`src/rtl/sgc_pkg.sv`:
```
package sgc_pkg;

    typedef enum logic [2:0] {
        CMD_NOP = 3'd0,
        CMD_ACT = 3'd1,
        CMD_RD  = 3'd2,
        CMD_RDA = 3'd3,
        CMD_WR  = 3'd4,
        CMD_PRE = 3'd5
    } sgc_cmd_e;

    typedef enum logic [1:0] {
        BK_IDLE    = 2'd0,
        BK_OPENING = 2'd1,
        BK_OPEN    = 2'd2,
        BK_CLOSING = 2'd3
    } sgc_bank_e;

endpackage

```
`src/rtl/sgc_cmd_decode.sv`:
```
module sgc_cmd_decode
    import sgc_pkg::*;
(
    input  logic     row_lvl,
    input  logic     col_lvl,
    input  logic     wr_lvl,
    input  logic     fn_lvl,
    input  logic     ap_lvl,
    output sgc_cmd_e cmd_o
);

    // pattern map, pins given as row/col/write levels
    always_comb begin
        cmd_o = CMD_NOP;
        unique case ({row_lvl, col_lvl, wr_lvl})
            3'b011:  cmd_o = fn_lvl ? CMD_NOP : CMD_ACT;
            3'b010:  cmd_o = fn_lvl ? CMD_NOP : CMD_PRE;
            3'b101: begin
                if (!fn_lvl) cmd_o = ap_lvl ? CMD_RDA : CMD_RD;
            end
            3'b100: begin
                if (!fn_lvl && !ap_lvl) cmd_o = CMD_WR;
            end
            default: cmd_o = CMD_NOP;
        endcase
    end

endmodule

```
`src/rtl/sgc_bank_fsm.sv`:
```
module sgc_bank_fsm
    import sgc_pkg::*;
#(
    parameter int TW  = 4,
    parameter int BLW = 4
) (
    input  logic           clk,
    input  logic           rst_n,
    input  logic           act_i,
    input  logic           pre_i,
    input  logic           rda_i,
    input  logic [TW-1:0]  trcd_i,
    input  logic [TW-1:0]  trp_i,
    input  logic [BLW-1:0] bl_i,
    output sgc_bank_e      state_o
);

    localparam int CW = ((TW > BLW) ? TW : BLW) + 1;

    sgc_bank_e     st_q, st_n;
    logic [CW-1:0] cnt_q, cnt_n;

    // state register
    always_ff @(posedge clk) begin
        if (!rst_n) begin
            st_q  <= BK_IDLE;
            cnt_q <= '0;
        end else begin
            st_q  <= st_n;
            cnt_q <= cnt_n;
        end
    end

    // transitions
    always_comb begin
        st_n  = st_q;
        cnt_n = cnt_q;
        unique case (st_q)
            BK_IDLE: begin
                if (act_i) begin
                    if (trcd_i <= TW'(1)) begin
                        st_n = BK_OPEN;
                    end else begin
                        st_n  = BK_OPENING;
                        cnt_n = CW'(trcd_i) - CW'(1);
                    end
                end
            end
            BK_OPENING: begin
                if (pre_i)                 st_n = BK_IDLE;
                else if (cnt_q <= CW'(1))  st_n = BK_OPEN;
                else                       cnt_n = cnt_q - CW'(1);
            end
            BK_OPEN: begin
                if (pre_i) begin
                    st_n = BK_IDLE;
                end else if (rda_i) begin
                    st_n  = BK_CLOSING;
                    cnt_n = CW'(trp_i) + CW'(bl_i);
                end
            end
            BK_CLOSING: begin
                if (cnt_q <= CW'(1)) st_n = BK_IDLE;
                else                 cnt_n = cnt_q - CW'(1);
            end
            default: st_n = BK_IDLE;
        endcase
    end

    assign state_o = st_q;

endmodule

```
`src/rtl/sgram_cmd_decoder.sv`:
```
module sgram_cmd_decoder
    import sgc_pkg::*;
#(
    parameter int NBANK  = 2,
    parameter int AW     = 11,
    parameter int AP_BIT = 8,
    parameter int TW     = 4,
    parameter int BLW    = 4
) (
    input  logic             clk,
    input  logic             rst_n,
    input  logic             row_strobe,
    input  logic             col_strobe,
    input  logic             write_strobe,
    input  logic             func_strobe,
    input  logic             bank_sel,
    input  logic [AW-1:0]    addr,
    input  logic [BLW-1:0]   burst_cycles,
    input  logic             full_page,
    input  logic [TW-1:0]    trcd_cycles,
    input  logic [TW-1:0]    trp_cycles,
    output logic [2:0]       cmd_out,
    output logic [NBANK-1:0] bank_open,
    output logic             busy,
    output logic             violation
);

    sgc_cmd_e   dec_cmd, acc_cmd, cmd_q;
    logic       bad_cmd, viol_q;
    sgc_bank_e  bank_st [NBANK];
    logic [NBANK-1:0] bank_closing;
    logic [NBANK-1:0] act_v, pre_v, rda_v;
    logic       lock;
    sgc_bank_e  tgt_st;
    logic       unused_addr;

    assign unused_addr = ^{addr[AW-1:AP_BIT+1], addr[AP_BIT-1:0]};

    sgc_cmd_decode u_dec (
        .row_lvl (row_strobe),
        .col_lvl (col_strobe),
        .wr_lvl  (write_strobe),
        .fn_lvl  (func_strobe),
        .ap_lvl  (addr[AP_BIT]),
        .cmd_o   (dec_cmd)
    );

    assign lock   = |bank_closing;
    assign tgt_st = bank_st[bank_sel];

    // acceptance rules: R4 lockout, R5 full page, R6/R7/R8 bank state
    always_comb begin
        acc_cmd = CMD_NOP;
        bad_cmd = 1'b0;
        unique case (dec_cmd)
            CMD_NOP: acc_cmd = CMD_NOP;
            CMD_ACT: begin
                if (lock || tgt_st != BK_IDLE) bad_cmd = 1'b1;
                else                           acc_cmd = CMD_ACT;
            end
            CMD_RD, CMD_WR, CMD_RDA: begin
                if (lock || tgt_st != BK_OPEN) bad_cmd = 1'b1;
                else if (dec_cmd == CMD_RDA && full_page) acc_cmd = CMD_RD;
                else acc_cmd = dec_cmd;
            end
            CMD_PRE: begin
                if (lock)                   bad_cmd = 1'b1;
                else if (tgt_st == BK_IDLE) acc_cmd = CMD_NOP;
                else                        acc_cmd = CMD_PRE;
            end
            default: acc_cmd = CMD_NOP;
        endcase
    end

    generate
        for (genvar b = 0; b < NBANK; b++) begin : g_bank
            logic hit;
            assign hit      = (bank_sel == b[0]);
            assign act_v[b] = hit && (acc_cmd == CMD_ACT);
            assign pre_v[b] = hit && (acc_cmd == CMD_PRE);
            assign rda_v[b] = hit && (acc_cmd == CMD_RDA);

            sgc_bank_fsm #(.TW(TW), .BLW(BLW)) u_bank (
                .clk     (clk),
                .rst_n   (rst_n),
                .act_i   (act_v[b]),
                .pre_i   (pre_v[b]),
                .rda_i   (rda_v[b]),
                .trcd_i  (trcd_cycles),
                .trp_i   (trp_cycles),
                .bl_i    (burst_cycles),
                .state_o (bank_st[b])
            );

            assign bank_closing[b] = (bank_st[b] == BK_CLOSING);
            assign bank_open[b]    = (bank_st[b] == BK_OPENING) ||
                                     (bank_st[b] == BK_OPEN);
        end
    endgenerate

    // registered outputs
    always_ff @(posedge clk) begin
        if (!rst_n) begin
            cmd_q  <= CMD_NOP;
            viol_q <= 1'b0;
        end else begin
            cmd_q  <= acc_cmd;
            viol_q <= bad_cmd;
        end
    end

    assign cmd_out   = cmd_q;
    assign violation = viol_q;
    assign busy      = lock;

endmodule

```
`config.mk`:
```
export PLATFORM = sky130hd
export DESIGN_NAME = sgram_cmd_decoder
export DESIGN_NICKNAME = d
export VERILOG_FILES = /design/src/rtl/sgc_pkg.sv /design/src/rtl/sgc_cmd_decode.sv /design/src/rtl/sgc_bank_fsm.sv /design/src/rtl/sgram_cmd_decoder.sv
export SDC_FILE = /design/constraint.sdc
export NUM_CORES = 1
export LEC_CHECK = 0
export BUFFER_PORTS_ARGS = -buffer_cell sky130_fd_sc_hd__buf_2
export CAP_MARGIN = 20
export CORE_MARGIN = 2
export CORE_UTILIZATION = 42
export DETAILED_ROUTE_END_ITERATION = 6
export SYNTH_ARGS = -nofsm -noshare
export SYNTH_HDL_FRONTEND = slang
export SYNTH_SLANG_ARGS = --single-unit
```
`constraint.sdc`:
```
create_clock -name clk -period 2.68 [get_ports clk]
set_input_delay 0.536 -clock clk [delete_from_list [all_inputs] [get_ports clk]]
set_output_delay 0.536 -clock clk [all_outputs]
set_load 0.01 [all_outputs]
```
==> results of run 1 <==
## registers in the layout (all words and copies together) (netlist names)
signal / count
violation: 1
g_bank.u_bank.state_o: 4
g_bank.u_bank.cnt_q: 10
cmd_out: 3
## cells in the mapped netlist, types with 3 or more instances
cell      instances
ha_1             20
dfxtp_1          18
nand2_1          18
nor2_1           16
inv_1            15
a21oi_1          13
nor3_1           10
nand3_1           7
o21ai_0           7
a221oi_1          6
clkbuf_1          6
xor2_1            6
a211o_1           5
a211oi_1          5
nor3b_1           5
a31oi_1           4
o211ai_1          4
or2_2             4
xnor2_1           4
nand4_1           3
## worst max-delay path, cell delays in order (launching register included)
cell and delay (ns):
dfxtp_1 0.40, ha_1 0.34, nor4b_4 0.42, nand4_1 0.21
a221o_1 0.52, a211o_1 0.34, a21oi_2 0.12
## routing by layer
layer | up-vias | wire length [um] | share of wire (%) | track usage [%]
li1 | 861 | - | - | -
met1 | 761 | 2155 | 49 | 25.58
met2 | 38 | 1960 | 45 | 34.19
met5 | - | 0 | 0 | 0
met3 | 6 | 184 | 4.2 | 3.618
met4 | 0 | 66 | 1.5 | 4.000
## power breakdown
| group | internal [W] | switching (W) | total (W) |
|---|---|---|---|
| combinational | 0.000574 | 0.000792 | 0.00137 |
| clock | 0.000131 | 0.000104 | 0.000235 |
| sequential | 0.000359 | 0.000112 | 0.000470 |
## cell families (layout without fill, tap and decap cells)
group / count (synthesis) / count (layout) / share of synthesized area, %
AOI/OAI and AO/OA: 68 / 68 / 29.41
xor gates and xnor gates: 10 / 10 / 5.120
DFF: 18 / 18 / 21.07
adders and majority gates: 21 / 21 / 15.80
buffers and inverters: 23 / 52 / 5.559
and+or+nand+nor: 73 / 73 / 22.46
muxes: 1 / 1 / 0.5852
## through the flow
step / power, W / hold WS, ns / utilization (%) / setup slack (ns)
after floorplan: 0.001520 / 0.4617 / - / 0.5338
after global placement: 0.001818 / 0.4781 / 48.20 / 0.3025
after detailed placement: 0.001820 / 0.4839 / 48.20 / 0.2958
after CTS: 0.002063 / 0.4971 / 49.59 / 0.2715
after global routing: 0.002253 / 0.5377 / 49.59 / 0.1511
final: 0.002072 / 0.4945 / 49.59 / 0.2663
## worst paths after layout
| check | from | to | slack, ns |
|---|---|---|---|
| max | g_bank[0].u_bank.state_o[0] | g_bank[0].u_bank.cnt_q[2] | 0.27 |
| min | g_bank[0].u_bank.cnt_q[1] | g_bank[0].u_bank.cnt_q[1] | 0.49 |
| max reg2reg | g_bank[0].u_bank.state_o[0] | g_bank[0].u_bank.cnt_q[2] | 0.27 |
| min reg2reg | g_bank[0].u_bank.cnt_q[1] | g_bank[0].u_bank.cnt_q[1] | 0.49 |
## area by class of cell
cell class	instances	share of cell area, %
Tap cell	50	3.177
Sequential cell	18	18.30
Multi-Input combinational cell	173	63.72
Inverter	15	2.859
Clock buffer	4	2.795
Timing Repair Buffer	33	9.149
==> reports/summary.txt, run 1 <==
Cell taking the most area after synthesis - dfxtp_1
# diodes - 0
Final Wtd Congestion - 0.8098
Top cell type's share of synthesized area - 21.07%
Post-synthesis sequential area ratio - 21.07%
CTS Buf Count - 3
RSZ-0062 raised after global routing - no
Post-synth ARST share - 0%
Clk slew on worst S/H paths - 0.08 ns
Status - finished clean
DR vias/cell - 5.686
First-pass GRT wire length - 6969 um
Yosys synthesis warning count - 0
Post-synth EDFFs - 0
CP arrival - 2.61 ns
Tcrit/Tclk final - 90.06%
Min Tclk post-route - 2.414 ns
Fmax - 414.3 MHz
Largest net degree at the start of global routing - 16
Filler cells - 413
Mapped Cells - 214
Clk_skew - 0.001136 ns
Final setup vio count - 0
Hold path depth - 2
# IOs - 38
Area of the multi-input gates - 1255 um2
Clock Tree Root - clkbuf_8
Rows - 23
Final antenna-violating net count - 0
Post-CTS Setup Bufs - 0
Leakage - 0.8652 nW
Initial DRC Count - 95
Crit path capture type - register
Worst setup path category - register to register
Starting Density - 43.07%
Finished Cell Area - 1969 um2
H-tree depth - 1
Commonest cells after routing, fill and taps aside - buf_2 (27), ha_1 (20), nand2_1 (18), dfxtp_1 (18), nor2_1 (16)
Top FF cell, synth - dfxtp_1
Dpl cells - 289
Total track usage - 19.72%
Syn nets - 266
R2R depth - 6
Final std cells w/o fill - 293
Area grow syn2layout - 15.14%
Drc violations - 0
CTS Hold Bufs - 0
Post-CTS sizing - 0
NumNets Final - 296
Total Die Area - 4599 um2
Max cap viols - 0
Placed Area - 1914 um2
Initial antenna violation count - 0
Vias - 1,666
Vias in the first global route - 1,566
Routed wire per std cell - 14.90 um
Rel. slew slack - 64.87%
Final Hold Viols - 0
Clock sinks - 18
Max-slew violations - 0
Yosys reg bits - 18
HPWL Detailed - 3365 um
Commonest non-fill, non-tap cell in the layout - buf_2
Peak supply drop - 0.4683 mV
Crit-path max FO - 10
Maximum buffer depth of the clock tree - 2
Critical Path RT - 2.88 ns
Synth unique cells - 48
Worst hold path type - register to register
Syn Std Cell Area - 1710 um2
Die Width - 67.82 um
1st-pass router iterations - 4
Core box area - 3971 um2
CTS tree - yes
Syn avg cell area - 7.992 um2
Share of cells above drive strength 1 - 19.34%
PwrDens - 1052 nW/um2
Slew at the pin with the worst max-slew slack - 0.5270 ns
TNS Setup - 0 ns
CP startpoint kind - register
Ranking of synthesized cells by area - dfxtp_1 (21%), ha_1 (15%), nand2_1 (4.0%), a21oi_1 (3.8%), nor2_1 (3.5%)
Clock Latency Late Sink - 0.26 ns
Grt total ovfl - 0
Die height - 67.82 um
Final WL - 4366 um
Area occupied by registers - 360.3 um2
IO Port Bufs - 27
(Power assumes the default switching activity.)
==> run 2: changes to the inputs <==
--- a/config.mk
+++ b/config.mk
@@ -5,10 +5,12 @@
 export SDC_FILE = /design/constraint.sdc
 export NUM_CORES = 1
 export LEC_CHECK = 0
+export ABC_AREA = 1
 export BUFFER_PORTS_ARGS = -buffer_cell sky130_fd_sc_hd__buf_2
 export CAP_MARGIN = 20
 export CORE_MARGIN = 2
 export CORE_UTILIZATION = 42
+export CTS_CLUSTER_SIZE = 40
 export DETAILED_ROUTE_END_ITERATION = 6
 export SYNTH_ARGS = -nofsm -noshare
 export SYNTH_HDL_FRONTEND = slang
==> run 2 against run 1 <==
Sequential power shrank 12%. Largest power group unchanged. Via count up 12%. Count of clock-buffer cells in the layout is the same. Clock power decreased by 3%. Hold slack improved by 0.055 ns. Die area is 11% higher. Area after synthesis rose by 12%.
==> reports/summary.txt, run 2 <==
Post-CTS sizing - 0 (unchanged)
Crit-path cells - ha_1 -> nor2_2 -> inv_1 -> buf_2 (was ha_1 -> nor4b_4 -> nand4_1 -> a221o_1 -> a211o_1 -> a21oi_2)
Area grow syn2layout - 12.39% (was 15.14%)
Peak supply drop - 0.4479 mV (was 0.4683 mV)
Initial antenna violation count - 0 (unchanged)
Ranking of synthesized cells by area - dfxtp_1 (19%), nand2_1 (15%), ha_1 (13%), inv_1 (9.0%), nor2_1 (7.9%) (was dfxtp_1 (21%), ha_1 (15%), nand2_1 (4.0%), a21oi_1 (3.8%), nor2_1 (3.5%))
NumNets Final - 382 (was 296)
Vias in the first global route - 1,703 (was 1,566)
Mux contribution to synthesized area - 0% (was 0.5852%)
IO Port Bufs - 27 (unchanged)
Post-synthesis simple-gate area fraction - 40.52% (was 22.46%)
Rows - 24 (was 23)
RSZ-0062 raised after global routing - no (unchanged)
Yosys reg bits - 18 (unchanged)
XOR/XNOR share of the synthesized area - 3.213% (was 5.121%)
Post-synth EDFFs - 0 (unchanged)
Pre-CTS setup slack - 0.6214 ns (was 0.2958 ns)
Share of cells above drive strength 1 - 17.02% (was 19.34%)
# diodes - 0 (unchanged)
TNS Setup - 0 ns (unchanged)
HPWL Detailed - 3502 um (was 3365 um)
Power, Total - 0.001831 W (was 0.002072 W)
Clock Latency Late Sink - 0.26 ns (about the same)
Placed Area - 2090 um2 (was 1914 um2)
Vias - 1,859 (was 1,666)
Most frequent cells after synthesis - nand2_1 (74), inv_1 (46), nor2_1 (40) (was ha_1 (20), dfxtp_1 (18), nand2_1 (18))
Total Die Area - 5098 um2 (was 4599 um2)
Tcrit/Tclk final - 73.64% (was 90.06%)
Core box area - 4354 um2 (was 3971 um2)
CP max stage delay - 0.36 ns (was 0.52 ns)
Slowest cell on crit path - dfxtp_1 (was a221o_1)
Drc violations - 0 (unchanged)
Largest family of logic cells by synthesized area - simple AND/OR/NAND/NOR gates (was compound AO/OA/AOI/OAI gates)
Top cell type's share of synthesized area - 18.89% (was 21.07%)
Slew at the pin with the worst max-slew slack - 0.5151 ns (was 0.5270 ns)
Final Wtd Congestion - 0.8339 (was 0.8098)
Finished Cell Area - 2145 um2 (was 1969 um2)
Worst setup path category - register to primary output (was register to register)
Clock sinks - 18 (unchanged)
Min Tclk post-route - 1.974 ns (was 2.414 ns)
Largest net degree at the start of global routing - 17 (was 16)
Leakage - 1.123 nW (was 0.8652 nW)
Clk slew on worst S/H paths - 0.07 ns (was 0.08 ns)
Starting Density - 43.82% (was 43.07%)
PnR worst setup slack - 0.7064 ns (was 0.2663 ns)
Die Width - 71.40 um (was 67.82 um)
Largest Register - g_bank.u_bank.cnt_q (unchanged)
Adder-cell area share of the yosys netlist - 14.16% (was 15.80%)
Die height - 71.40 um (was 67.82 um)
CP arrival - 1.44 ns (was 2.61 ns)
Max cap viols - 0 (unchanged)
Worst hold path type - register to register (unchanged)
Area occupied by registers - 360.3 um2 (unchanged)
Final antenna-violating net count - 0 (unchanged)
Syn Std Cell Area - 1908 um2 (was 1710 um2)
Final setup vio count - 0 (unchanged)
Mapped Cells - 301 (was 214)
CTS tree - yes (unchanged)
Syn avg cell area - 6.339 um2 (was 7.992 um2)
DR vias/cell - 4.879 (was 5.686)
Max reg flops - 10 (unchanged)
Final WL - 4228 um (was 4366 um)
First-pass GRT wire length - 7417 um (was 6969 um)
Count leader, synth - nand2_1 (was ha_1)
Post-synth ARST share - 0% (unchanged)
CTS Hold Bufs - 0 (unchanged)
Total track usage - 17.74% (was 19.72%)
Critical Path RT - 2.14 ns (was 2.88 ns)
Synth unique cells - 35 (was 48)
Syn nets - 353 (was 266)
Top FF cell, synth - dfxtp_1 (unchanged)
Post-synthesis sequential area ratio - 18.89% (was 21.07%)
Rel. slew slack - 65.66% (was 64.87%)
Commonest non-fill, non-tap cell in the layout - nand2_1 (was buf_2)
PwrDens - 854.0 nW/um2 (was 1052 nW/um2)
Grt total ovfl - 0 (unchanged)
Clock Tree Root - clkbuf_8 (unchanged)
# IOs - 38 (unchanged)
Max-slew violations - 0 (unchanged)
Synth Area in Compound Gates - 11.87% (was 29.41%)
H-tree depth - 1 (unchanged)
Cell taking the most area after synthesis - dfxtp_1 (unchanged)
Final std cells w/o fill - 381 (was 293)
Clk_skew - 0.004116 ns (was 0.001136 ns)
Filler cells - 451 (was 413)
Yosys synthesis warning count - 0 (unchanged)
Status - finished clean (unchanged)
Initial DRC Count - 98 (was 95)
Crit-path max FO - 6 (was 10)
Crit path capture type - primary output (was register)
Final Hold Viols - 0 (unchanged)
Post-CTS Setup Bufs - 0 (unchanged)
Dpl cells - 377 (was 289)
Maximum buffer depth of the clock tree - 2 (unchanged)
Commonest cells after routing, fill and taps aside - nand2_1 (74), inv_1 (46), nor2_1 (40) (was buf_2 (27), ha_1 (20), nand2_1 (18), dfxtp_1 (18), nor2_1 (16))
Routed wire per std cell - 11.10 um (was 14.90 um)
CP startpoint kind - register (unchanged)
Area of the multi-input gates - 1331 um2 (was 1255 um2)
1st-pass router iterations - 4 (unchanged)
Fmax - 506.7 MHz (was 414.3 MHz)
CTS Buf Count - 3 (unchanged)
run 2: layout make-up:
| type | count | share of cell area, % |
|---|---|---|
| Multi-Input combinational cell | 228 | 62.08 |
| Sequential cell | 18 | 16.80 |
| Inverter | 52 | 9.218 |
| Timing Repair Buffer | 27 | 6.301 |
| Tap cell | 52 | 3.034 |
| Clock buffer | 4 | 2.567 |
run 2: routing by layer:
| metal | wire (um) | global-route usage (%) |
|---|---|---|
| met1 | 2068 | 23.77 |
| met2 | 1967 | 30.56 |
| met3 | 173 | 2.954 |
| met4 | 19 | 2.725 |
| met5 | 0 | 0 |
run 2: kinds of logic (layout without fill, tap and decap cells):
group,Yosys count,in the layout
AND/OR/NAND/NOR,163,163
buffers and inverters,55,83
AO/OA/AOI/OAI,37,37
adder cells (fa/ha/maj),21,21
flip-flops,18,18
XOR/XNOR,7,7
run 2: report_power, final:
part | switching (W) | internal [W]
clock | 0.0000987 | 0.000131
combinational | 0.000745 | 0.000443
sequential | 0.0000668 | 0.000347
run 2: through the flow:
step	hold slack, ns	util [%]
2_1_floorplan	0.5113	-
3_3_place_gp	0.5442	47.99
3_5_place_dp	0.5452	47.99
4_1_cts	0.5545	49.25
5_1_grt	0.5842	49.25
6_report	0.5497	49.25
run 2: final timing paths:
check | slack [ns] | cells after the start | end | from
max | 0.71 | 4 | busy | g_bank[1].u_bank.state_o[0]
min | 0.55 | 4 | g_bank[0].u_bank.cnt_q[4] | g_bank[0].u_bank.cnt_q[4]
min reg2reg | 0.55 | 4 | g_bank[0].u_bank.cnt_q[4] | g_bank[0].u_bank.cnt_q[4]
max reg2reg | 0.73 | 9 | g_bank[1].u_bank.cnt_q[1] | g_bank[1].u_bank.state_o[0]
run 2: worst max-delay path: cells and delay by family, from the launching register on:
family,cells,cell delay [ns]
fa+ha+maj,1,0.27
buf+inv,2,0.25
flops,1,0.36
simple gates,1,0.30
==> run 3: changes to the inputs <==
--- a/config.mk
+++ b/config.mk
@@ -12,6 +12,7 @@
 export CORE_UTILIZATION = 42
 export CTS_CLUSTER_SIZE = 40
 export DETAILED_ROUTE_END_ITERATION = 6
+export PLACE_DENSITY = 0.66
 export SYNTH_ARGS = -nofsm -noshare
 export SYNTH_HDL_FRONTEND = slang
 export SYNTH_SLANG_ARGS = --single-unit
==> constraint.sdc (replaced) <==
create_clock -name clk -period 1.7 [get_ports clk]
set_input_delay 0.34 -clock clk [delete_from_list [all_inputs] [get_ports clk]]
set_output_delay 0.34 -clock clk [all_outputs]
set_load 0.01 [all_outputs]
==> run 3 against run 2 <==
Routed wire length increased by 16%. The run now ends with setup timing left. Final cell count increased by 6.3%. Power grew 89%. Sequential power grew 62%. Setup slack got worse by 0.72 ns. Critical path depth grew 4. Largest power group unchanged. Die area is the same. Cell area rose by 17%. Combinational power grew 100%. First-iteration DRC count increased by 15%. Non-clock buffer count up 23. Count of clock-buffer cells in the layout stayed put. Critical path type is now register to register.
==> reports/summary.txt, run 3 (same netlist as run 2, synthesis figures left out) <==
Peak supply drop - 0.8889 mV (was 0.4479 mV)
Clock Latency Late Sink - 0.26 ns (about the same)
Maximum buffer depth of the clock tree - 2 (unchanged)
Final std cells w/o fill - 405 (was 381)
PwrDens - 1383 nW/um2 (was 854.0 nW/um2)
NumNets Final - 406 (was 382)
Crit path from - g_bank[0].u_bank.state_o[0] (was g_bank[1].u_bank.state_o[0])
Rows - 24 (unchanged)
Min Tclk post-route - 1.715 ns
Share of cells above drive strength 1 - 31.73% (was 17.02%)
Vias in the first global route - 1,878 (was 1,703)
Final setup vio count - 2 (was 0)
Fmax - 583.2 MHz
Final WL - 4917 um (was 4228 um)
Worst R2R Start - g_bank[0].u_bank.state_o[0] (was g_bank[1].u_bank.state_o[0])
Final Wtd Congestion - 0.8752 (was 0.8339)
WP buf/inv - 1 (was 2)
Core box area - 4354 um2 (unchanged)
Drc violations - 0 (unchanged)
Die Width - 71.40 um (unchanged)
CP startpoint kind - register (unchanged)
CTS tree - yes (unchanged)
Crit path capture type - register (was primary output)
Clk slew on worst S/H paths - 0.07 ns (about the same)
Failing checks - setup timing
1st-pass router iterations - 4 (unchanged)
# diodes - 0 (unchanged)
CP arrival - 1.87 ns (was 1.44 ns)
Hold_sp - func_strobe (was g_bank[0].u_bank.cnt_q[4])
Delay-heaviest family, CP - simple AND/OR/NAND/NOR gates (was flip-flops)
Total Die Area - 5098 um2 (unchanged)
Max cap viols - 0 (unchanged)
Initial DRC Count - 113 (was 98)
Filler cells - 445 (was 451)
Area occupied by registers - 370.4 um2 (was 360.3 um2)
Rel. slew slack - 72.45% (was 65.66%)
Clk_skew - 0.001718 ns (was 0.004116 ns)
# IOs - 38 (unchanged)
Largest Register - g_bank.u_bank.cnt_q (unchanged)
Max-slew violations - 0 (unchanged)
First-pass GRT wire length - 8066 um (was 7417 um)
Slowest cell on crit path - dfxtp_4 (was dfxtp_1)
Routed wire per std cell - 12.14 um (was 11.10 um)
H-tree depth - 1 (unchanged)
Status - complete, but fails checks (was finished clean)
Utilization after layout - 57.41% (was 49.25%)
Total track usage - 19.32% (was 17.74%)
Clock Tree Root - clkbuf_8 (unchanged)
Crit-path max FO - 5 (was 6)
Clock sinks - 18 (unchanged)
Tcrit/Tclk final - 100.9%
Final antenna-violating net count - 0 (unchanged)
HPWL Detailed - 3731 um (was 3502 um)
Critical Path RT - 1.86 ns (was 2.14 ns)
Leakage - 1.262 nW (was 1.123 nW)
Largest net degree at the start of global routing - 17 (unchanged)
Worst setup path category - register to register (was register to primary output)
Commonest cells after routing, fill and taps aside - nand2_1 (68), inv_1 (42), nor2_1 (37) (was nand2_1 (74), inv_1 (46), nor2_1 (40))
Grt total ovfl - 0 (unchanged)
Worst hold path type - primary input to register (was register to register)
Starting Density - 43.82% (unchanged)
Initial antenna violation count - 0 (unchanged)
CTS Buf Count - 3 (unchanged)
RSZ-0062 raised after global routing - yes (was no)
Area of the multi-input gates - 1496 um2 (was 1331 um2)
Die height - 71.40 um (unchanged)
Max reg flops - 10 (unchanged)
Dpl cells - 400 (was 377)
CP max stage delay - 0.36 ns (about the same)
Area grow syn2layout - 31.02% (was 12.39%)
Crit-path cells - ha_4 -> nor2_4 -> buf_6 -> nand4_1 -> a21oi_4 -> nand3_4 -> o21ai_1 -> nor2_1 (was ha_1 -> nor2_2 -> inv_1 -> buf_2)
PnR worst setup slack - -0.01456 ns (was 0.7064 ns)
Vias - 2,005 (was 1,859)
Slew at the pin with the worst max-slew slack - 0.4081 ns (was 0.5151 ns)
IO Port Bufs - 27 (unchanged)
Final Hold Viols - 0 (unchanged)
DR vias/cell - 4.951 (was 4.879)
Commonest non-fill, non-tap cell in the layout - nand2_1 (unchanged)
run 3: repair_timing:
| action | in CTS | in global routing |
|---|---|---|
| setup endpoints to repair | 14 | 15 |
| pin swaps | 10 | 12 |
| cloned | 1 | 0 |
| setup buffers | 0 | 1 |
| hold buffers | 0 | 0 |
| gates resized for setup | 11 | 34 |
run 3: area by class of cell:
cell class                      instances  share of cell area, %
Inverter                               52                  7.908
Clock buffer                            4                  2.202
Sequential cell                        18                  14.81
Timing Repair Buffer                   50                  12.61
Tap cell                               52                  2.603
Multi-Input combinational cell        229                  59.86
run 3: tightest hold or removal path: cells and delay by family:
| kind | cells | cell delay, ns |
|---|---|---|
| buffers and inverters | 1 | 0.13 |
| AND/OR/NAND/NOR | 1 | 0.08 |
| AO/OA/AOI/OAI | 2 | 0.12 |
run 3: path summary, 6_finish.rpt:
kind	endpoint	slack (ns)	cells past startpoint
max	g_bank[1].u_bank.cnt_q[2]	-0.01	8
min reg2reg	g_bank[1].u_bank.state_o[1]	0.53	2
max reg2reg	g_bank[1].u_bank.cnt_q[2]	-0.01	8
min	cmd_out[0]	0.45	4
run 3: power breakdown:
| part | switching [W] | total (W) | internal (W) |
|---|---|---|---|
| clock | 0.000158 | 0.000364 | 0.000206 |
| sequential | 0.000108 | 0.000670 | 0.000562 |
| combinational | 0.00144 | 0.00242 | 0.000982 |
| total | 0.00171 | 0.00346 | 0.00175 |
run 3: metrics by stage:
stage          TNS (ns)  setup WS, ns  total power (W)  cell area [um2]  hold slack, ns
3_5_place_dp    -0.8079       -0.1954         0.002723             2262          0.5358
5_1_grt         -0.6215      -0.08316         0.003810             2500          0.4807
6_report       -0.02068      -0.01456         0.003456             2500          0.4548
4_1_cts               0      0.002358         0.003179             2355          0.4545
3_3_place_gp    -0.5096       -0.1329         0.002683             2262          0.5403
2_1_floorplan         0       0.05674         0.002159             1908          0.4606
run 3: routing by layer:
layer  global-route usage, %  vias up  wire length [um]
li1                        -     1073                 -
met1                   24.44      909              2236
met2                   35.19       21              2545
met3                   2.954        2               117
met4                   2.935        0                18
met5                       0        -                 0
